<file path="config.mk">
export PLATFORM = sky130hd
export DESIGN_NAME = ext_irq_edge_unit
export DESIGN_NICKNAME = d
export VERILOG_FILES = /design/src/rtl/eiu_pkg.sv /design/src/rtl/eiu_rst_sync.sv /design/src/rtl/eiu_pin_sync.sv /design/src/rtl/eiu_edge_detect.sv /design/src/rtl/eiu_regs.sv /design/src/rtl/ext_irq_edge_unit.sv
export SDC_FILE = /design/constraint.sdc
export NUM_CORES = 1
export LEC_CHECK = 0
export ABC_AREA = 1
export BUFFER_PORTS_ARGS = -buffer_cell sky130_fd_sc_hd__clkbuf_2
export CORE_MARGIN = 2
export CORE_UTILIZATION = 55
export CTS_BUF_LIST = sky130_fd_sc_hd__clkbuf_8
export CTS_CLUSTER_DIAMETER = 30
export CTS_CLUSTER_SIZE = 10
export DETAILED_ROUTE_END_ITERATION = 7
export GPL_ROUTABILITY_DRIVEN = 0
export PLACE_DENSITY = 0.8
export SETUP_SLACK_MARGIN = 0.02
export SLEW_MARGIN = 20
export SYNTH_ARGS = -nofsm -noshare
export SYNTH_HDL_FRONTEND = slang
export SYNTH_SLANG_ARGS = --single-unit
</file>
<file path="constraint.sdc">
create_clock -name clk -period 1.75 [get_ports clk]
set_input_delay 0.175 -clock clk [delete_from_list [all_inputs] [get_ports clk]]
set_output_delay 0.175 -clock clk [all_outputs]
set_load 0.05 [all_outputs]
</file>
<file path="src/rtl/eiu_pkg.sv">
package eiu_pkg;

  typedef enum logic [1:0] {
    EDGE_OFF  = 2'b00,
    EDGE_RISE = 2'b01,
    EDGE_FALL = 2'b10,
    EDGE_BOTH = 2'b11
  } edge_mode_e;

  localparam int unsigned MODE_W = 2;

endpackage

</file>
<file path="src/rtl/eiu_rst_sync.sv">
module eiu_rst_sync #(
  parameter int unsigned STAGES = 2
) (
  input  logic clk,
  input  logic rst_n,
  output logic rst_sync_n
);

  logic [STAGES-1:0] stage_q;
  logic [STAGES-1:0] stage_d;

  always_comb begin
    stage_d = {stage_q[STAGES-2:0], 1'b1};
  end

  always_ff @(posedge clk or negedge rst_n) begin
    if (!rst_n) begin
      stage_q <= '0;
    end else begin
      stage_q <= stage_d;
    end
  end

  assign rst_sync_n = stage_q[STAGES-1];

endmodule

</file>
<file path="src/rtl/eiu_pin_sync.sv">
module eiu_pin_sync #(
  parameter int unsigned N_PINS = 8,
  parameter int unsigned STAGES = 2
) (
  input  logic              clk,
  input  logic              rst_n,
  input  logic [N_PINS-1:0] pin_i,
  output logic [N_PINS-1:0] cur_o,
  output logic [N_PINS-1:0] prev_o
);

  localparam int unsigned CHAIN_W = STAGES + 1;

  for (genvar k = 0; k < N_PINS; k++) begin : g_pin
    logic [CHAIN_W-1:0] chain_q;
    logic [CHAIN_W-1:0] chain_d;

    always_comb begin
      chain_d = {chain_q[CHAIN_W-2:0], pin_i[k]};
    end

    always_ff @(posedge clk or negedge rst_n) begin
      if (!rst_n) begin
        chain_q <= '0;
      end else begin
        chain_q <= chain_d;
      end
    end

    // The last synchronizer stage is the current sample; one more stage
    // holds the previous sample and updates regardless of the mode.
    assign cur_o[k]  = chain_q[STAGES-1];
    assign prev_o[k] = chain_q[STAGES];
  end

endmodule

</file>
<file path="src/rtl/eiu_edge_detect.sv">
module eiu_edge_detect
  import eiu_pkg::*;
#(
  parameter int unsigned N_PINS = 8
) (
  input  logic [N_PINS-1:0]             cur_i,
  input  logic [N_PINS-1:0]             prev_i,
  input  logic [N_PINS-1:0][MODE_W-1:0] mode_i,
  output logic [N_PINS-1:0]             hit_o
);

  for (genvar k = 0; k < N_PINS; k++) begin : g_det
    logic rise;
    logic fall;

    always_comb begin
      rise = cur_i[k] & ~prev_i[k];
      fall = ~cur_i[k] & prev_i[k];
      unique case (edge_mode_e'(mode_i[k]))
        EDGE_RISE: hit_o[k] = rise;
        EDGE_FALL: hit_o[k] = fall;
        EDGE_BOTH: hit_o[k] = rise | fall;
        default:   hit_o[k] = 1'b0;
      endcase
    end
  end

endmodule

</file>
<file path="src/rtl/eiu_regs.sv">
module eiu_regs
  import eiu_pkg::*;
#(
  parameter int unsigned N_PINS = 8,
  parameter int unsigned DATA_W = 8,
  parameter int unsigned ADDR_W = 2
) (
  input  logic                          clk,
  input  logic                          rst_n,
  input  logic [ADDR_W-1:0]             addr_i,
  input  logic                          wr_en_i,
  input  logic [DATA_W-1:0]             wdata_i,
  input  logic [N_PINS-1:0]             hit_i,
  input  logic [N_PINS-1:0]             ack_i,
  output logic [N_PINS-1:0][MODE_W-1:0] mode_o,
  output logic [N_PINS-1:0]             flag_o,
  output logic [DATA_W-1:0]             rd_data_o
);

  localparam int unsigned PINS_PER_REG = DATA_W / MODE_W;
  localparam int unsigned N_MODE_REGS  = N_PINS / PINS_PER_REG;
  localparam int unsigned FLAG_ADDR    = 0;
  localparam int unsigned MODE_BASE    = 1;

  // Mode bytes
  logic [N_MODE_REGS-1:0][DATA_W-1:0] mode_q;

  for (genvar r = 0; r < N_MODE_REGS; r++) begin : g_mode_reg
    logic              we;
    logic [DATA_W-1:0] nxt;

    always_comb begin
      we  = wr_en_i && (addr_i == ADDR_W'(MODE_BASE + r));
      nxt = wdata_i;
    end

    always_ff @(posedge clk or negedge rst_n) begin
      if (!rst_n) begin
        mode_q[r] <= '0;
      end else if (we) begin
        mode_q[r] <= nxt;
      end
    end
  end

  for (genvar k = 0; k < N_PINS; k++) begin : g_mode_map
    assign mode_o[k] = mode_q[k / PINS_PER_REG][MODE_W*(k % PINS_PER_REG) +: MODE_W];
  end

  // Flag byte: clears from acknowledge or zero write, set has priority
  logic              flag_wr;
  logic              flag_en;
  logic [N_PINS-1:0] flag_clr;
  logic [N_PINS-1:0] flag_d;
  logic [N_PINS-1:0] flag_q;

  always_comb begin
    flag_wr  = wr_en_i && (addr_i == ADDR_W'(FLAG_ADDR));
    flag_clr = ack_i | (flag_wr ? ~wdata_i[N_PINS-1:0] : '0);
    flag_d   = (flag_q & ~flag_clr) | hit_i;
    flag_en  = flag_wr | (|ack_i) | (|hit_i);
  end

  always_ff @(posedge clk or negedge rst_n) begin
    if (!rst_n) begin
      flag_q <= '0;
    end else if (flag_en) begin
      flag_q <= flag_d;
    end
  end

  assign flag_o = flag_q;

  // Read mux
  always_comb begin
    rd_data_o = '0;
    if (addr_i == ADDR_W'(FLAG_ADDR)) begin
      rd_data_o[N_PINS-1:0] = flag_q;
    end
    for (int r = 0; r < N_MODE_REGS; r++) begin
      if (addr_i == ADDR_W'(MODE_BASE + r)) begin
        rd_data_o = mode_q[r];
      end
    end
  end

endmodule

</file>
<file path="src/rtl/ext_irq_edge_unit.sv">
module ext_irq_edge_unit
  import eiu_pkg::*;
#(
  parameter int unsigned N_PINS      = 8,
  parameter int unsigned DATA_W      = 8,
  parameter int unsigned ADDR_W      = 2,
  parameter int unsigned SYNC_STAGES = 2,
  parameter int unsigned RST_STAGES  = 2
) (
  input  logic              clk,
  input  logic              rst_n,
  input  logic [N_PINS-1:0] pin_i,
  input  logic [ADDR_W-1:0] reg_addr,
  input  logic              reg_wr_en,
  input  logic [DATA_W-1:0] reg_wdata,
  output logic [DATA_W-1:0] reg_rd_data,
  input  logic [N_PINS-1:0] svc_ack_i,
  output logic [N_PINS-1:0] pend_o
);

  logic                          rst_sync_n;
  logic [N_PINS-1:0]             pin_cur;
  logic [N_PINS-1:0]             pin_prev;
  logic [N_PINS-1:0]             edge_hit;
  logic [N_PINS-1:0][MODE_W-1:0] pin_mode;

  eiu_rst_sync #(.STAGES(RST_STAGES)) u_rst_sync (
    .clk        (clk),
    .rst_n      (rst_n),
    .rst_sync_n (rst_sync_n)
  );

  eiu_pin_sync #(.N_PINS(N_PINS), .STAGES(SYNC_STAGES)) u_pin_sync (
    .clk    (clk),
    .rst_n  (rst_sync_n),
    .pin_i  (pin_i),
    .cur_o  (pin_cur),
    .prev_o (pin_prev)
  );

  eiu_edge_detect #(.N_PINS(N_PINS)) u_edge_detect (
    .cur_i  (pin_cur),
    .prev_i (pin_prev),
    .mode_i (pin_mode),
    .hit_o  (edge_hit)
  );

  eiu_regs #(.N_PINS(N_PINS), .DATA_W(DATA_W), .ADDR_W(ADDR_W)) u_regs (
    .clk       (clk),
    .rst_n     (rst_sync_n),
    .addr_i    (reg_addr),
    .wr_en_i   (reg_wr_en),
    .wdata_i   (reg_wdata),
    .hit_i     (edge_hit),
    .ack_i     (svc_ack_i),
    .mode_o    (pin_mode),
    .flag_o    (pend_o),
    .rd_data_o (reg_rd_data)
  );

endmodule

</file>
# --- After elaboration in Yosys (flattened, before gate mapping) ---
# Index checks and enable logic that the tools add are counted.
totals:
  output_inout_bits: 16
  register_bits: 50
op_classes:
  n_reduce_logical: 6
  bitwise_logic: 47
  mux: 12
  eq_ne: 26
op_table:
  columns: ["op", "count"]
  rows:
  - ["== test 2 bit, second input constant", 17]
  - ["two-way mux 8 bit", 4]
  - ["one-hot mux 1 bit (3 select lines)", 8]
  - ["== test 2 x 1 -> 1 bit, second input constant", 9]
  - ["AND 1 bit", 16]
  - ["inverter 1 bit", 16]
  - ["inverter 8 bit", 2]
  - ["OR 8 bit", 2]
  - ["OR reduction 8 bit", 2]
  - ["OR 1 bit", 10]
  - ["AND 8 bit", 1]
  - ["logical AND 1 bit", 3]
  - ["logical NOT 2 bit", 1]

# --- Logic depth before layout (Yosys ltp) ---
depth:
  depth_word: 7
  mapped_depth: 7
  mapped_depth_nobuf: 7

# --- Cells and area by module ---
# Synthesis repeated with hierarchy kept, for this count alone.
hier_totals:
  cells_unflattened: 278
  hier_area_um2: 2499.9
by_module_without_submodules:
  columns: ["module", "cells_each", "instances", "area_per_inst_um2", "seq_area_each_um2"]
  rows:
  - ["eiu_regs", 147, 1, 1214.9, 600.6]
  - ["eiu_pin_sync", 40, 1, 720.7, 600.6]
  - ["eiu_edge_detect", 88, 1, 510.5, 0.0]
  - ["eiu_rst_sync", 3, 1, 53.8, 50.0]

# --- Worst setup path before layout ---
# No wires, ideal clock.
synth_path:
  path_kind: "register -> output"
  start: "register u_regs.flag_q[6], in the netlist u_regs.flag_o[6]"
  end: "output port reg_rd_data[6]"
  path_buffers: 0
  slack_ns: 0.475
  t_required_ns: 1.575
  stages_incl_launch_ff: 3
  t_arrival_ns: 1.100
  path_cell_list: "dfrtp_1 nand2_1 nand3_1"
synth_via:
  elab_chain_cells: 3
synth_lines:
  columns: ["element", "line_no", "source"]
  rows:
  - ["start, declared", "eiu_regs.sv:55", "logic [N_PINS-1:0] flag_q;"]
  - ["start signal, assigned", "eiu_regs.sv:68", "flag_q <= flag_d;"]
  - ["two-way mux 8 bit", "eiu_regs.sv:77", "if (addr_i == ADDR_W'(FLAG_ADDR)) begin"]
  - ["two-way mux 8 bit (2 in a row)", "eiu_regs.sv:81", "if (addr_i == ADDR_W'(MODE_BASE + r)) begin"]
  - ["end, declared", "ext_irq_edge_unit.sv:16", "output logic [DATA_W-1:0] reg_rd_data,"]
# Every way passes these cells.

# --- Final worst setup path ---
layout_path:
  start: "register u_regs.mode_q (netlist bit u_regs.mode_o[6])"
  end: "output port reg_rd_data[6]"
layout_via:
  elab_chain_cells: 2
layout_lines:
  columns: ["element", "line_no", "source"]
  rows:
  - ["start, declared", "eiu_regs.sv:26", "logic [N_MODE_REGS-1:0][DATA_W-1:0] mode_q;"]
  - ["start signal, assigned by index", "eiu_regs.sv:41", "mode_q[r] <= nxt;"]
  - ["two-way mux 8 bit (2 in a row)", "eiu_regs.sv:81", null]
# Every way passes these cells.

==> out/qor.yml <==
status: "finished, final reports clean"
cts_resized: 0
fin_crit_sh_pct: 78.3
drv_slew: 0
detail_route.first_pass.iterations: 4
fin_skew_ps: 6.89
rsz0062_at_grt: "no"
yosysWarnings: 0
grt_pass1_vias: 1736
crit_path_end_kind: "primary output"
cts.sinks: 50
floorplan.initialDensity_pct: 57.9
routed_wl_mm: 4.46
hold_slack_ps: 119
crit_fanout: 5
die-height_um: 69.4
syn_area_um2: 2350
htree_levels: 2
hold_viol_final: 0
synth_cell_types: 15
min_path_type: "in2reg"
antenna_found_initial: 0
postSynthAreaPerCell_um2: 9.25
synth-seq-cells: 50
start_kind: "flop"
portBuffers: 44
grt_max_degree: 35
drc: 0
seqPwrFrac_pct: 48.0
p_sw_w: 0.00103
crit_arrival_ps: 1200
clkPwrFrac_pct: 26.3
clkTransAtPathRegs_ps: 90
cts_buffers: 5
setup_violations: 0
critPathKind: "reg2out"
vias_per_cell: 4.83
crit_required_ps: 1570
antenna_left: 0
fmaxAchievable_mhz: 730
cts_tree: "built"
wl_per_cell_um: 12.3
postCtsSetupRepairBufs: 0
cts_root_buf: "clkbuf_8"
num_antenna_cells: 0
p_leak_nw: 1.62
seq_area_frac_synth_pct: 53.2
period_minus_slack_ps: 1370
pre_cts_ws_ps: 464
p_sw_share_pct: 34.6
groute.usage.overall_pct: 19.8
io_pins: 45
dr_total_vias: 1755
die_area_um2: 4810
insertion_delay_ps: 300
core_um2: 4060
drv_cap: 0
finalSetupTns_ps: 0
grt_overflow: 0
comb_power_share_pct: 25.8
hold_buffers: 9
grt_pass1_wl_mm: 7.55
intPower_w: 0.00195
die_x_um: 69.4
rows: 23
synth_nets: 299
max-vdd-ir-drop_mv: 0.886
drive_gt1_share_pct: 24.3
hpwl_mm: 3.18
power_density_nw_per_um2: 1050
p_total_w: 0.00298
syn-instance-count: 254
area_growth_pct: 20.3
nets: 357
cts_max_path_buffers: 2
drt_iter0_drc: 94
fin_ws_ps: 380
==> layer usage <==
metal	global-route usage [%]	share of wire, %	vias to the layer above
li1	-	-	896
met1	25.4	44	803
met2	34.5	50	52
met4	5.23	0.90	0
met5	0	0	-
met3	3.63	5.2	4
==> layout make-up <==
type                            count  area (µm²)
Sequential cell                    50        1250
Fill cell                         317        1230
Clock buffer                        5        68.8
Clock inverter                      3        40.0
Tap cell                           50        62.6
Inverter                           50         188
Multi-Input combinational cell    150         878
Timing Repair Buffer               55         338
==> worst max-delay path, stage by stage (launching register included) <==
cell      delay (ps)
dfrtp_1          430
nand2_1           80
nand3_1          110
clkbuf_2         280
==> cells in the final DEF (no fill, tap or decap), drive strengths merged <==
| master | count |
|---|---|
| inv | 50 |
| bufinv | 1 |
| conb | 1 |
| dlygate4sd3 | 9 |
| o21ai | 16 |
| clkbuf | 49 |
| clkinv | 2 |
| buf | 2 |
| nor2 | 3 |
| a21o | 8 |
| nand2 | 74 |
| dfrtp | 50 |
| ha | 16 |
| nand3 | 32 |
==> synth_stat cells <==
cell     instances  share of area, %
a21o_1           8               2.6
buf_2            2              0.43
buf_6            2              0.96
conb_1           1              0.16
dfrtp_1         50                53
ha_1            16               8.5
inv_1           48               7.7
inv_2            2              0.32
nand2_1         72                12
nand2_4          2              0.96
nand3_1         32               6.8
nor2_2           1              0.27
nor2_4           2              0.96
o21ai_1          2              0.43
o21ai_2         14               5.2
==> stage by stage <==
stage,cells,util (%),area [µm²]
6_report,363,69.7,2830
5_1_grt,363,69.7,2830
4_1_cts,363,69.7,2830
3_5_place_dp,346,64.8,2630
3_3_place_gp,346,64.8,2630
2_1_floorplan,254,-,2350
==> power by group through the flow <==
| stage | logic (W) | registers [W] | clock network (W) |
|---|---|---|---|
| 6_report | 0.000768 | 0.00143 | 0.000784 |
| 5_1_grt | 0.000838 | 0.00145 | 0.000861 |
| 4_1_cts | 0.000777 | 0.00143 | 0.000802 |
| 3_5_place_dp | 0.000754 | 0.00145 | 0 |
| 3_3_place_gp | 0.000739 | 0.00145 | 0 |
| 2_1_floorplan | 0.000398 | 0.00160 | 0 |
==> registers in the layout (all words and copies together), names as in the netlist <==
signal,cells
u_pin_sync.g_pin.chain_q,24
u_regs.mode_o,16
u_regs.flag_o,8
u_rst_sync.stage_q,2
==> cell families after synthesis <==
| group | Yosys count | synth area share, % |
|---|---|---|
| adders and majority gates | 16 | 8.52 |
| AOI/OAI and AO/OA | 24 | 8.20 |
| buffers and inverters | 54 | 9.37 |
| other | 1 | 0.160 |
| DFF | 50 | 53.2 |
| and+or+nand+nor | 109 | 20.5 |
==> worst paths after layout <==
kind	start	end	slack, ps	depth (start not counted)
worst max register to register	u_pin_sync.g_pin[5].chain_q[1]$_DFF_PN0_	u_regs.flag_o[5]$_DFFE_PN0P_	660	7
min in group asynchronous	u_rst_sync.stage_q[1]$_DFF_PN0_	u_pin_sync.g_pin[7].chain_q[0]$_DFF_PN0_	180	0
worst min-delay path	svc_ack_i[6]	u_regs.flag_o[6]$_DFFE_PN0P_	120	4
worst max-delay path	u_regs.mode_o[6]$_DFFE_PN0P_	reg_rd_data[6]	380	3
worst min register to register	u_rst_sync.stage_q[1]$_DFF_PN0_	u_pin_sync.g_pin[7].chain_q[0]$_DFF_PN0_	180	0
max in group asynchronous	u_rst_sync.stage_q[1]$_DFF_PN0_	u_regs.flag_o[0]$_DFFE_PN0P_	1090	1
Power figures use the tool's default switching activity.
